==> src/rtl/i2c_regport_pkg.sv <==
package i2c_regport_pkg;
  typedef enum logic [2:0] {
    ST_IDLE,
    ST_ADDR,
    ST_PTR,
    ST_WDATA,
    ST_RDATA,
    ST_SKIP
  } port_state_e;
endpackage

==> src/rtl/i2c_line_sync.sv <==
module i2c_line_sync #(
  parameter int STAGES = 2
) (
  input  logic clk,
  input  logic rst_n,
  input  logic scl_i,
  input  logic sda_i,
  output logic sda_s,
  output logic scl_rise,
  output logic scl_fall,
  output logic start_det,
  output logic stop_det
);
  logic [STAGES-1:0] scl_pipe, sda_pipe;
  logic scl_d, sda_d, scl_s;

  always_ff @(posedge clk or negedge rst_n) begin
    if (!rst_n) begin
      scl_pipe <= '1;
      sda_pipe <= '1;
      scl_d    <= 1'b1;
      sda_d    <= 1'b1;
    end else begin
      scl_pipe <= {scl_pipe[STAGES-2:0], scl_i};
      sda_pipe <= {sda_pipe[STAGES-2:0], sda_i};
      scl_d    <= scl_pipe[STAGES-1];
      sda_d    <= sda_pipe[STAGES-1];
    end
  end

  assign scl_s     = scl_pipe[STAGES-1];
  assign sda_s     = sda_pipe[STAGES-1];
  assign scl_rise  = scl_s & ~scl_d;
  assign scl_fall  = ~scl_s & scl_d;
  assign start_det = scl_s & scl_d & sda_d & ~sda_s;
  assign stop_det  = scl_s & scl_d & ~sda_d & sda_s;
endmodule

==> src/rtl/i2c_ptr.sv <==
module i2c_ptr #(
  parameter int AW = 7
) (
  input  logic          clk,
  input  logic          rst_n,
  input  logic          load,
  input  logic [AW:0]   load_val,
  input  logic          step,
  output logic [AW-1:0] ptr,
  output logic          inc
);
  always_ff @(posedge clk or negedge rst_n) begin
    if (!rst_n) begin
      ptr <= '0;
      inc <= 1'b0;
    end else if (load) begin
      ptr <= load_val[AW-1:0];
      inc <= load_val[AW];
    end else if (step && inc) begin
      ptr <= ptr + 1'b1;
    end
  end

  AST_PTR_HOLD: assert property (@(posedge clk) disable iff (!rst_n)
    (step && !inc && !load) |=> $stable(ptr));
  AST_PTR_WRAP: assert property (@(posedge clk) disable iff (!rst_n)
    (step && inc && !load && ptr == '1) |=> (ptr == '0));
endmodule

==> src/rtl/i2c_regport.sv <==
module i2c_regport
  import i2c_regport_pkg::*;
#(
  parameter int ADDR_W      = 7,
  parameter int STRAP_W     = 3,
  parameter int SYNC_STAGES = 2,
  parameter logic [6-STRAP_W:0] DEV_HI = 4'b0010
) (
  input  logic               clk,
  input  logic               rst_n,
  input  logic [STRAP_W-1:0] strap_i,
  input  logic               scl_i,
  input  logic               sda_i,
  output logic               sda_oe,
  output logic [ADDR_W-1:0]  reg_addr,
  output logic [7:0]         reg_wdata,
  output logic               reg_we,
  input  logic [7:0]         reg_rdata
);
  localparam int CNT_W = 4;
  localparam logic [CNT_W-1:0] LAST_BIT = CNT_W'(8);

  port_state_e        state;
  logic [CNT_W-1:0]   cnt;
  logic               ack_slot, rw, matched, mack, oe_q;
  logic [7:0]         rx, tx;
  logic [STRAP_W-1:0] strap_q;
  logic               strap_done, we_q, step_q;
  logic               sda_s, scl_rise, scl_fall, start_det, stop_det;
  logic               active, byte_end, ptr_load, inc;
  logic [ADDR_W-1:0]  ptr;
  logic [6:0]         dev_addr;

  i2c_line_sync #(.STAGES(SYNC_STAGES)) u_sync (
    .clk(clk), .rst_n(rst_n), .scl_i(scl_i), .sda_i(sda_i),
    .sda_s(sda_s), .scl_rise(scl_rise), .scl_fall(scl_fall),
    .start_det(start_det), .stop_det(stop_det)
  );

  always_ff @(posedge clk or negedge rst_n) begin
    if (!rst_n) begin
      strap_q    <= '0;
      strap_done <= 1'b0;
    end else if (!strap_done) begin
      strap_q    <= strap_i;
      strap_done <= 1'b1;
    end
  end

  assign dev_addr = {DEV_HI, strap_q};
  assign active   = state inside {ST_ADDR, ST_PTR, ST_WDATA, ST_RDATA};
  assign byte_end = scl_fall && active && !ack_slot && (cnt == LAST_BIT);
  assign ptr_load = byte_end && (state == ST_PTR);

  i2c_ptr #(.AW(ADDR_W)) u_ptr (
    .clk(clk), .rst_n(rst_n), .load(ptr_load),
    .load_val({rx[7], rx[ADDR_W-1:0]}), .step(step_q),
    .ptr(ptr), .inc(inc)
  );

  // Strobe and pointer step are registered together: the strobe sees the old pointer.
  always_ff @(posedge clk or negedge rst_n) begin
    if (!rst_n) begin
      we_q   <= 1'b0;
      step_q <= 1'b0;
    end else begin
      we_q   <= byte_end && (state == ST_WDATA);
      step_q <= byte_end && (state inside {ST_WDATA, ST_RDATA});
    end
  end

  always_ff @(posedge clk or negedge rst_n) begin
    if (!rst_n) begin
      state    <= ST_IDLE;
      cnt      <= '0;
      ack_slot <= 1'b0;
      rw       <= 1'b0;
      matched  <= 1'b0;
      mack     <= 1'b0;
      oe_q     <= 1'b0;
      rx       <= '0;
      tx       <= '0;
    end else if (start_det) begin
      state    <= ST_ADDR;
      cnt      <= '0;
      ack_slot <= 1'b0;
      oe_q     <= 1'b0;
    end else if (stop_det) begin
      state    <= ST_IDLE;
      cnt      <= '0;
      ack_slot <= 1'b0;
      oe_q     <= 1'b0;
    end else if (active && scl_rise) begin
      if (ack_slot) begin
        mack <= ~sda_s;
      end else if (cnt != LAST_BIT) begin
        rx  <= {rx[6:0], sda_s};
        cnt <= cnt + 1'b1;
      end
    end else if (active && scl_fall) begin
      if (!ack_slot && cnt == LAST_BIT) begin
        ack_slot <= 1'b1;
        unique case (state)
          ST_ADDR: begin
            matched <= (rx[7:1] == dev_addr);
            rw      <= rx[0];
            oe_q    <= (rx[7:1] == dev_addr);
          end
          ST_PTR, ST_WDATA: oe_q <= 1'b1;
          default:          oe_q <= 1'b0;
        endcase
      end else if (ack_slot) begin
        ack_slot <= 1'b0;
        cnt      <= '0;
        oe_q     <= 1'b0;
        unique case (state)
          ST_ADDR: begin
            if (!matched) begin
              state <= ST_SKIP;
            end else if (rw) begin
              state <= ST_RDATA;
              tx    <= reg_rdata;
              oe_q  <= ~reg_rdata[7];
            end else begin
              state <= ST_PTR;
            end
          end
          ST_PTR:   state <= ST_WDATA;
          ST_RDATA: begin
            if (mack) begin
              tx   <= reg_rdata;
              oe_q <= ~reg_rdata[7];
            end else begin
              state <= ST_SKIP;
            end
          end
          default: ;
        endcase
      end else if (state == ST_RDATA && cnt != '0) begin
        tx   <= {tx[6:0], 1'b0};
        oe_q <= ~tx[6];
      end
    end
  end

  assign sda_oe    = oe_q;
  assign reg_addr  = ptr;
  assign reg_wdata = rx;
  assign reg_we    = we_q;

  AST_START_TO_ADDR: assert property (@(posedge clk) disable iff (!rst_n)
    start_det |=> (state == ST_ADDR));
  AST_STRAP_FROZEN: assert property (@(posedge clk) disable iff (!rst_n)
    strap_done |=> $stable(strap_q));
  AST_SKIP_QUIET: assert property (@(posedge clk) disable iff (!rst_n)
    (state == ST_SKIP) |-> !sda_oe);
  AST_WE_SINGLE: assert property (@(posedge clk) disable iff (!rst_n)
    reg_we |=> !reg_we);
  AST_WE_OLD_PTR: assert property (@(posedge clk) disable iff (!rst_n)
    reg_we |=> (inc ? (reg_addr == $past(reg_addr) + 1'b1) : $stable(reg_addr)));
  AST_IDLE_RELEASED: assert property (@(posedge clk) disable iff (!rst_n)
    (state == ST_IDLE) |-> !sda_oe);
  AST_OE_ON_EVENT: assert property (@(posedge clk) disable iff (!rst_n)
    !$stable(sda_oe) |-> $past(scl_fall || start_det || stop_det));
endmodule

==> config.mk <==
export PLATFORM = sky130hd
export DESIGN_NAME = i2c_regport
export DESIGN_NICKNAME = d
export VERILOG_FILES = /design/src/rtl/i2c_regport_pkg.sv /design/src/rtl/i2c_line_sync.sv /design/src/rtl/i2c_ptr.sv /design/src/rtl/i2c_regport.sv
export SDC_FILE = /design/constraint.sdc
export NUM_CORES = 1
export LEC_CHECK = 0
export ABC_CLOCK_PERIOD_IN_PS = 2800
export BUFFER_PORTS_ARGS = -buffer_cell sky130_fd_sc_hd__buf_2
export CAP_MARGIN = 25
export CORE_UTILIZATION = 40
export DETAILED_ROUTE_END_ITERATION = 8
export GPL_TIMING_DRIVEN = 0
export SYNTH_ARGS = -nofsm -noshare
export SYNTH_HDL_FRONTEND = slang
export SYNTH_SLANG_ARGS = --single-unit
==> constraint.sdc <==
create_clock -name clk -period 2.8 [get_ports clk]
set_clock_uncertainty 0.05 [all_clocks]
set_input_delay 0.14 -clock clk [delete_from_list [all_inputs] [get_ports clk]]
set_output_delay 0.14 -clock clk [all_outputs]
set_load 0.1 [all_outputs]
==> impl_metrics.csv <==
group,metric,value,unit
global_routing,grt_overflow,0,
clock_tree,cts_buffers,5,
sta,finalHoldViolations,0,
critical_path,cpMaxStageDelayCell,"dfrtp_1",
routing,first_pass_iters,4,
outcome,status,"finished, final reports clean",
yosys,synth_edf_count,0,
routing,drc,0,
sta,fin_crit,2.135,ns
global_routing,track_usage,15.52,%
yosys,netlist_area,2424,sq um
global_routing,antenna_found_initial,0,
sta,worst_pin_slew,0.6152,ns
yosys,synth_seq_area_share,48.84,%
yosys,yosys-top-cells-count,"dfrtp_1, mux2_2, nand2_1",
routing,via_per_inst,5.256,
sta,timing.final.crit_share,76.24,%
yosys,ys_warn_count,0,
routing,via_count,1645,
clock_tree,clock_latency,0.30,ns
yosys,synth_cell_type_count,53,
finish,num_antenna_cells,0,
clock_tree,ctsLongestPathBuffers,2,
yosys,ys_ff_latch,47,
finish,layout-drive-gt1-share,38.17,%
clock_tree,postCtsSetupBuffers,0,
critical_path,crit_buf_inv,2,
yosys,ys.flop_type,"dfrtp_1",
clock_tree,cts_tree,"built",
finish,fin_cells,313,
critical_path,critical-path-top-delay-family,"simple AND/OR/NAND/NOR gates",
clock_tree,htree_levels,2,
die,num_io_pins,32,
power_and_ir_drop,total_power,1.586,mW
critical_path,worstSetupStartpointType,"register",
die,start_util,42.70,%
critical_path,required,2.94,ns
power_and_ir_drop,powerDensity,555.5,nW/um^2
clock_tree,clock_sinks,47,
global_routing,grt_max_degree,35,
placed_design,port_buffers,31,
die,num_rows,27,
placed_design,gp_congestion,0.8584,
yosys,async_reset_ff_share,100.0,%
sta,fin_tns_setup,0,ns
clock_tree,clockRootBuffer,"clkbuf_8",
power_and_ir_drop,worst_ir_drop_vdd,0.3259,mV
finish,final_nets,258,
sta,final-setup-viol-count,0,
routing,drt_wl_total,4.519,mm
min_path,hp-class,"input port to register",
yosys,synthTopCellsByArea,"dfrtp_1, mux2_2, dfstp_2",
yosys,syn_inst,198,
critical_path,path_max_fanout,8,
sta,rsz0062_at_grt,"no",
placed_design,hpwl,3.310,mm
critical_path,arrival,2.27,ns
yosys,synth_most_common_cell,"dfrtp_1",
global_routing,grt_pass1_vias,1564,
placed_design,dpl.cell_count,302,
yosys,synth_top_area_cell,"dfrtp_1",
critical_path,crit_type,"register to register",
yosys,synth_nets,216,
routing,avgRoutedWirePerCell,14.44,um
sta,max_slew_margin,58.61,%
critical_path,crit_chain,"inv_1, ha_1, and4bb_4, nand4_4, or3_1, buf_6, mux2_4",
finish,syn2layout_area_growth,17.81,%
routing,first_iter_violations,128,
die,core_area,5675,sq um
die,die_w,79.84,um
critical_path,cpPeakStageDelay,0.41,ns
sta,drv_slew,0,
run,cap_violations,0,
global_routing,grt_pass1_wl,7.534,mm
clock_tree,cts.reportedPaths.clkPinSlew,0.09,ns
sta,timing.fmax,0.4684,GHz
yosys,yosysTopAreaCellShare,42.33,%
power_and_ir_drop,leakage,1.378,nW
routing,ant_nets,0,
critical_path,endpoint_kind,"register",
die,die_area,6374,sq um
die,die_y,79.84,um
yosys,synth.avg_cell_area,12.24,sq um
[metrics by stage]
stage          hold WS (ns)  utilization, %  cell area [sq um]  setup slack, ns
3_3_place_gp         0.1944           47.02               2669           0.6411
6_report            0.01757           50.31               2855           0.6651
3_5_place_dp        0.01889           47.38               2689           0.6764
5_1_grt            0.009277           50.31               2855           0.5694
2_1_floorplan       -0.2056               -               2424           0.5307
4_1_cts            0.009644           50.31               2855           0.6510
[registers in the layout, indices dropped and copies added, names as in the netlist, 2 cells and up]
register / flops
cnt: 4
reg_wdata: 8
state: 3
strap_q: 3
tx: 7
u_ptr.ptr: 7
u_sync.scl_pipe: 2
u_sync.sda_pipe: 2
[layout by cell type, fill, tap and decap left out, types with 6 or more instances in the layout]
master / synthesis / layout
buf_2: 2 / 33
dfrtp_1: 41 / 41
dfstp_2: 6 / 6
inv_1: 6 / 6
mux2_2: 23 / 23
mux2_4: 8 / 8
nand2_1: 13 / 13
nand3_1: 6 / 6
nor2b_1: 6 / 6
xor2_1: 8 / 8
[cells by family (layout without fill, tap and decap cells)]
kind of cell | Yosys count | count (layout) | synth area share (%)
AO/OA/AOI/OAI | 33 | 33 | 11.25
XOR/XNOR | 10 | 10 | 3.614
adder cells (fa/ha/maj) | 3 | 3 | 1.549
buffers and inverters | 14 | 57 | 3.356
flip-flops | 47 | 47 | 48.84
multiplexers | 35 | 35 | 17.45
other | 1 | 1 | 0.1547
AND/OR/NAND/NOR | 55 | 55 | 13.78
[repair_timing]
item,in CTS,in global routing
gates resized for setup,0,0
hold buffers,3,0
hold endpoints to repair,15,0
[final cells by class]
| type | count | area, sq um |
|---|---|---|
| clock buffers | 5 | 68.82 |
| fillers | 518 | 2820 |
| multi-input cells | 137 | 1159 |
| flip-flops and latches | 47 | 1184 |
| well taps | 72 | 90.09 |
| clock inverters | 3 | 67.56 |
| inverters | 6 | 22.52 |
| repair buffers | 35 | 205.2 |
| plain buffers | 8 | 58.81 |
[worst paths after layout]
path	cells past startpoint	startpoint	end	slack, ns
worst max-delay path	7	cnt[0]	u_ptr.ptr[4]	0.67
worst min-delay path	2	strap_i[2]	strap_q[2]	0.02
worst max register to register	7	cnt[0]	u_ptr.ptr[4]	0.67
worst min register to register	0	u_sync.sda_pipe[0]	u_sync.sda_pipe[1]	0.31
max in group asynchronous	3	rst_n	u_sync.sda_d	1.93
min in group asynchronous	2	rst_n	tx[1]	0.22
[per-layer routing]
| layer | GRT usage [%] | wire, um |
|---|---|---|
| met4 | 5.357 | 44 |
| met3 | 3.086 | 153 |
| met1 | 21.64 | 2160 |
| met5 | 0 | 0 |
| met2 | 23.93 | 2161 |
[power by group]
part	leakage, nW	total [mW]	switching, mW	internal [mW]
Combinational	0.691	0.245	0.181	0.0633
Clock	0.0644	0.590	0.234	0.356
Sequential	0.622	0.751	0.0386	0.713
Total	1.38	1.59	0.454	1.13
(Power assumes the default switching activity.)
